--- config.mk ---
export PLATFORM = sky130hd
export DESIGN_NAME = byte_pair_packer
export DESIGN_NICKNAME = d
export VERILOG_FILES = /design/src/rtl/packer_pkg.sv /design/src/rtl/pack_ctrl.sv /design/src/rtl/pack_data.sv /design/src/rtl/byte_pair_packer.sv
export SDC_FILE = /design/constraint.sdc
export NUM_CORES = 1
export LEC_CHECK = 0
export ABC_AREA = 1
export BUFFER_PORTS_ARGS = -buffer_cell sky130_fd_sc_hd__buf_2
export CORE_MARGIN = 1
export CORE_UTILIZATION = 45
export DETAILED_ROUTE_END_ITERATION = 10
export HOLD_SLACK_MARGIN = 0.03
export PLACE_DENSITY = 0.71
export SYNTH_ARGS = -nofsm -noshare
export SYNTH_HDL_FRONTEND = slang
export SYNTH_SLANG_ARGS = --single-unit
--- constraint.sdc ---
create_clock -name clk -period 2.3 [get_ports clk]
set_input_delay 0 -clock clk [delete_from_list [all_inputs] [get_ports clk]]
set_output_delay 0 -clock clk [all_outputs]
set_load 0.03 [all_outputs]
--- src/rtl/packer_pkg.sv ---
package packer_pkg;

  typedef enum logic [1:0] {
    SEL_BOTH = 2'd0,
    SEL_ODD  = 2'd1,
    SEL_EVEN = 2'd2,
    SEL_ANY  = 2'd3
  } fieldSel_e;

  typedef struct packed {
    logic loadLow;
    logic emitPair;
    logic emitFlush;
    logic dropWord;
    logic wordOdd;
    logic restartField;
  } packCmd_t;

endpackage

--- src/rtl/pack_ctrl.sv ---
module pack_ctrl
  import packer_pkg::*;
(
  input  logic       clk,
  input  logic       rstN,
  input  logic       inValid,
  input  logic       lineStart,
  input  logic       fieldStart,
  input  logic       fieldOdd,
  input  logic [1:0] fieldMode,
  input  logic       outValid,
  input  logic       outReady,
  output packCmd_t   cmd,
  output logic       overflow,
  output logic       padErr
);

  logic pend, pendNext;
  logic curOdd;
  logic lineEv, effOdd, pass, accept;
  logic flushNow, pairNow, slotFree;

  always_comb begin
    lineEv = inValid && (lineStart || fieldStart);
    effOdd = fieldStart ? fieldOdd : curOdd;
    case (fieldSel_e'(fieldMode))
      SEL_ODD:  pass = effOdd;
      SEL_EVEN: pass = !effOdd;
      default:  pass = 1'b1;
    endcase
    accept   = inValid && pass;
    flushNow = lineEv && pend;
    pairNow  = accept && pend && !lineEv;
    slotFree = !outValid || outReady;

    cmd.emitFlush    = flushNow && slotFree;
    cmd.emitPair     = pairNow && slotFree;
    cmd.dropWord     = (flushNow || pairNow) && !slotFree;
    cmd.loadLow      = accept && (lineEv || !pend);
    cmd.wordOdd      = curOdd;
    cmd.restartField = inValid && fieldStart;

    if (lineEv)       pendNext = accept;
    else if (pairNow) pendNext = 1'b0;
    else if (accept)  pendNext = 1'b1;
    else              pendNext = pend;
  end

  always_ff @(posedge clk or negedge rstN) begin
    if (!rstN) begin
      pend     <= 1'b0;
      curOdd   <= 1'b0;
      overflow <= 1'b0;
      padErr   <= 1'b0;
    end else begin
      pend <= pendNext;
      if (cmd.restartField) curOdd <= fieldOdd;
      if (cmd.dropWord) overflow <= 1'b1;
      if (flushNow) padErr <= 1'b1;
    end
  end

endmodule

--- src/rtl/pack_data.sv ---
module pack_data
  import packer_pkg::*;
#(
  parameter int DATA_W   = 8,
  parameter int ADDR_W   = 16,
  parameter int OFFSET_W = 12,
  localparam int WORD_W  = 2 * DATA_W
) (
  input  logic              clk,
  input  logic              rstN,
  input  packCmd_t          cmd,
  input  logic [DATA_W-1:0] inData,
  input  logic              outReady,
  input  logic [ADDR_W-1:0] baseOdd,
  input  logic [ADDR_W-1:0] baseEven,
  output logic              outValid,
  output logic [WORD_W-1:0] outData,
  output logic              outOdd,
  output logic [ADDR_W-1:0] outAddr
);

  logic [DATA_W-1:0]   lowByte;
  logic [OFFSET_W-1:0] offset;
  logic [ADDR_W-1:0]   offExt;
  logic [ADDR_W-1:0]   wordAddr;
  logic [WORD_W-1:0]   wordData;
  logic                emit;

  generate
    if (OFFSET_W >= ADDR_W) begin : gTrunc
      assign offExt = offset[ADDR_W-1:0];
    end else begin : gExtend
      assign offExt = {{(ADDR_W-OFFSET_W){1'b0}}, offset};
    end
  endgenerate

  always_comb begin
    emit     = cmd.emitPair || cmd.emitFlush;
    wordAddr = (cmd.wordOdd ? baseOdd : baseEven) + offExt;
    wordData = cmd.emitFlush ? {{DATA_W{1'b0}}, lowByte} : {inData, lowByte};
  end

  always_ff @(posedge clk or negedge rstN) begin
    if (!rstN) begin
      lowByte  <= '0;
      offset   <= '0;
      outValid <= 1'b0;
      outData  <= '0;
      outOdd   <= 1'b0;
      outAddr  <= '0;
    end else begin
      if (cmd.loadLow) lowByte <= inData;
      if (cmd.restartField) offset <= '0;
      else if (emit) offset <= offset + 1'b1;
      if (emit) begin
        outValid <= 1'b1;
        outData  <= wordData;
        outOdd   <= cmd.wordOdd;
        outAddr  <= wordAddr;
      end else if (outReady) begin
        outValid <= 1'b0;
      end
    end
  end

endmodule

--- src/rtl/byte_pair_packer.sv ---
module byte_pair_packer
  import packer_pkg::*;
#(
  parameter int DATA_W   = 8,
  parameter int ADDR_W   = 16,
  parameter int OFFSET_W = 12
) (
  input  logic                  clk,
  input  logic                  rstN,
  input  logic                  inValid,
  input  logic [DATA_W-1:0]     inData,
  input  logic                  lineStart,
  input  logic                  fieldStart,
  input  logic                  fieldOdd,
  input  logic [1:0]            fieldMode,
  input  logic [ADDR_W-1:0]     baseOdd,
  input  logic [ADDR_W-1:0]     baseEven,
  input  logic                  outReady,
  output logic                  outValid,
  output logic [2*DATA_W-1:0]   outData,
  output logic                  outOdd,
  output logic [ADDR_W-1:0]     outAddr,
  output logic                  overflow,
  output logic                  padErr
);

  packCmd_t cmd;

  pack_ctrl uCtrl (
    .clk(clk), .rstN(rstN), .inValid(inValid), .lineStart(lineStart),
    .fieldStart(fieldStart), .fieldOdd(fieldOdd), .fieldMode(fieldMode),
    .outValid(outValid), .outReady(outReady), .cmd(cmd),
    .overflow(overflow), .padErr(padErr)
  );

  pack_data #(.DATA_W(DATA_W), .ADDR_W(ADDR_W), .OFFSET_W(OFFSET_W)) uData (
    .clk(clk), .rstN(rstN), .cmd(cmd), .inData(inData), .outReady(outReady),
    .baseOdd(baseOdd), .baseEven(baseEven), .outValid(outValid),
    .outData(outData), .outOdd(outOdd), .outAddr(outAddr)
  );

endmodule

==> out/qor.yml <==
yosys_register_bits: 58
power.density_mw_per_mm2: 1077
ant_nets: 0
critPathArrivalTime_ns: 2.41
grt_pass1_wl_um: 15370
drt_wl_total_um: 9075
hold_violations: 0
finalSetupViolCount: 0
worstPathMaxFanout: 4
switching_power_w: 0.002148
first_pass_iters: 4
p_clk_frac: 0.222
place.port_buffers: 84
clkTransAtPathRegs_ns: 0.07
synth_cells: 524
peakVddDrop_uv: 392.2
internal-power_w: 0.002680
hold_class: "primary input to flop"
coreArea_sq_mm: 0.007767
clock_skew_ns: 0.007841
cpMostUsedCell: "nand2_1"
synth_top_area_frac: 0.4015
pwr-share-comb: 0.440
avgViaCountPerCell: 4.893
syn_avg_cell_area_sq_um: 6.898
clock_tree.buffer_depth: 2
first_global_vias: 3394
synthDistinctLibCells: 28
insertion_delay_ns: 0.33
rows: 32
tightest_slew_ns: 0.5359
ios: 85
area_delta_synth_final_pct: 24.06
place_area_sq_mm: 0.004128
cts_setup_buffers: 0
cp-end-kind: "flop"
routed-via-count: 3572
syn-num-nets: 589
sw_frac_of_total: 0.4448
max_cap_viol_count: 0
status: "complete, no violations"
fillCellCount: 751
slowest_delay_ns: 0.41
ys_warn_count: 0
drt_iter0_drc: 137
synth.top_cells.by_area: "dfrtp_1 40%, nand2_1 24%, inv_1 5.8%"
period_minus_slack_ns: 2.138
root_buffer: "clkbuf_8"
synth_area_leader_cell: "dfrtp_1"
initial_core_util: 0.4654
synthesis.area_sq_mm: 0.003615
dp_hpwl_um: 6704
dieArea_sq_mm: 0.008395
seqCellArea_sq_mm: 0.001451
critPathKind: "flop to flop"
total_power_w: 0.004828
drc: 0
max_freq_ghz: 0.4678
whs_ns: 0.04884
cts.sinks: 58
cp-start-kind: "flop"
multi_input_area_sq_mm: 0.001866
grt_max_degree: 32
cts_tree: "yes"
layout-drive-gt1-share: 0.1927
cts-buffers-inserted: 9
grt.total_usage: 0.2298
seq_area_frac_synth: 0.4015
p_seq_frac: 0.338
htree_levels: 3
post-route-util: 0.5773
layout.cells.non_filler: 730
relSlewSlack: 0.6417
final_nets: 688
chipHeight_um: 91.63
die_w_um: 91.63
fin_crit_sh: 0.9294
cp.required_ns: 2.57
crit_chain: "buf_4, nand2_1, nand2_1, ha_1, inv_1, fa_1, inv_1, nand3_1, nand3_2, nand3_1, nand3_1, nand2_1, nand2_1, nand2_1, nand2_1"
report.final.slew_viol_count: 0
gr-total-overflow: 0
placedCellCount: 703
fin_area_sq_mm: 0.004484
p_leak_nw: 2.589
post_drt_wl_per_cell_um: 12.43
crit_slowest_cell: "fa_1"
antenna_found_initial: 0
routabilityCongestion: 0.8673
antenna_cells: 0
## power groups by stage
stage | Clock (W) | Combinational, W | Sequential, W
finish | 0.00107 | 0.00212 | 0.00163
CTS | 0.00108 | 0.00212 | 0.00163
detailed placement | 0 | 0.00209 | 0.00164
global route | 0.00113 | 0.00235 | 0.00168
floorplan | 0 | 0.000948 | 0.00216
global placement | 0 | 0.00205 | 0.00163
## critical path, delay by kind of cell, from the launching register on
kind                     cells  cell delay (ns)
flip-flops                   1             0.40
adder cells (fa/ha/maj)      2             0.60
AND/OR/NAND/NOR             10             0.75
buffers and inverters        3             0.34
## cell usage after synthesis (all sizes together)
| cell type | n |
|---|---|
| nand2 | 236 |
| dfrtp | 58 |
| inv | 58 |
| o21ai | 39 |
| nand3 | 36 |
| nor2 | 34 |
| ha | 15 |
| buf | 10 |
| a21oi | 7 |
| xor2 | 7 |
| xnor2 | 6 |
| clkbuf | 5 |
| or2 | 3 |
| nand4 | 2 |
| nor3b | 2 |
| o21bai | 2 |
| a211oi | 1 |
| a31oi | 1 |
| fa | 1 |
| o21a | 1 |
## layout by cell type (no fill, tap or decap), types with 2 or more instances in the layout
cell           synthesis  layout
ha_1                  15      15
dlygate4sd3_1          0      11
inv_6                  0       2
nand2_2                3       3
or2_2                  3       3
xor2_1                 7       7
dfrtp_1               58      58
xnor2_1                6       6
clkbuf_8               0       9
a21oi_1                7       6
o21ai_1               15      16
nand3_2                0       2
nor3b_1                2       2
o21bai_1               2       2
o21ai_0               24      22
bufinv_16              0       2
buf_2                  3      84
inv_1                 56      56
nor2_1                34      34
clkinvlp_4             0       2
nand4_1                2       2
nand2_1              233     233
nand3_1               35      33
buf_4                  5       7
## through the flow
stage	worst slack [ns]	setup TNS, ns
after floorplan	0.1129	0
after global placement	0.1752	0
after detailed placement	0.1334	0
after CTS	0.1152	0
after global routing	-0.002149	-0.002149
final	0.1625	0
## sequential cells by signal, indices dropped and copies added (netlist names)
name            flops
uData.offset       12
uData.lowByte       8
uData.outValid      1
uCtrl.curOdd        1
uData.outOdd        1
uData.outData      16
uData.outAddr      16
uCtrl.padErr        1
uCtrl.overflow      1
uCtrl.pend          1
## metal layers
metal	vias to the layer above	global-route usage	share of wire
met3	22	0.02985	0.048
li1	1832	-	-
met5	-	0	0
met4	0	0.1032	0.029
met1	1610	0.3126	0.46
met2	108	0.3659	0.46
## cell type report
cell class | instances | share of cell area
multi-input cells | 393 | 0.4160
flip-flops and latches | 58 | 0.3237
repair buffers | 103 | 0.1325
inverters | 58 | 0.04911
well taps | 102 | 0.02846
clock buffers | 9 | 0.02762
clock inverters | 7 | 0.02260
## path summary, 6_finish.rpt
check | endpoint | from | depth (start not counted) | slack, ns
max | uData.outAddr[12] | uCtrl.curOdd | 15 | 0.16
min | uCtrl.pend | inValid | 4 | 0.05
max reg2reg | uData.outAddr[12] | uCtrl.curOdd | 15 | 0.16
min reg2reg | uCtrl.padErr | uCtrl.padErr | 1 | 0.47
max in group asynchronous | uData.outValid | rstN | 3 | 1.53
min in group asynchronous | uData.offset[3] | rstN | 2 | 0.08
## cells by family (layout without fill, tap and decap cells)
logic type | after synthesis | after routing | share of synthesized area
fa+ha+maj | 16 | 16 | 0.05746
simple gates | 313 | 313 | 0.3486
flops | 58 | 58 | 0.4015
xor+xnor | 13 | 13 | 0.03150
compound gates | 51 | 51 | 0.07373
buf+inv | 73 | 177 | 0.08722
## repair_timing
item / CTS / global route
endpoints found under the setup margin: 0 / 6
resized for setup: 0 / 7
hold buffers: 11 / 0
endpoints found under the hold margin: 77 / 0
Power figures use the tool's default switching activity.
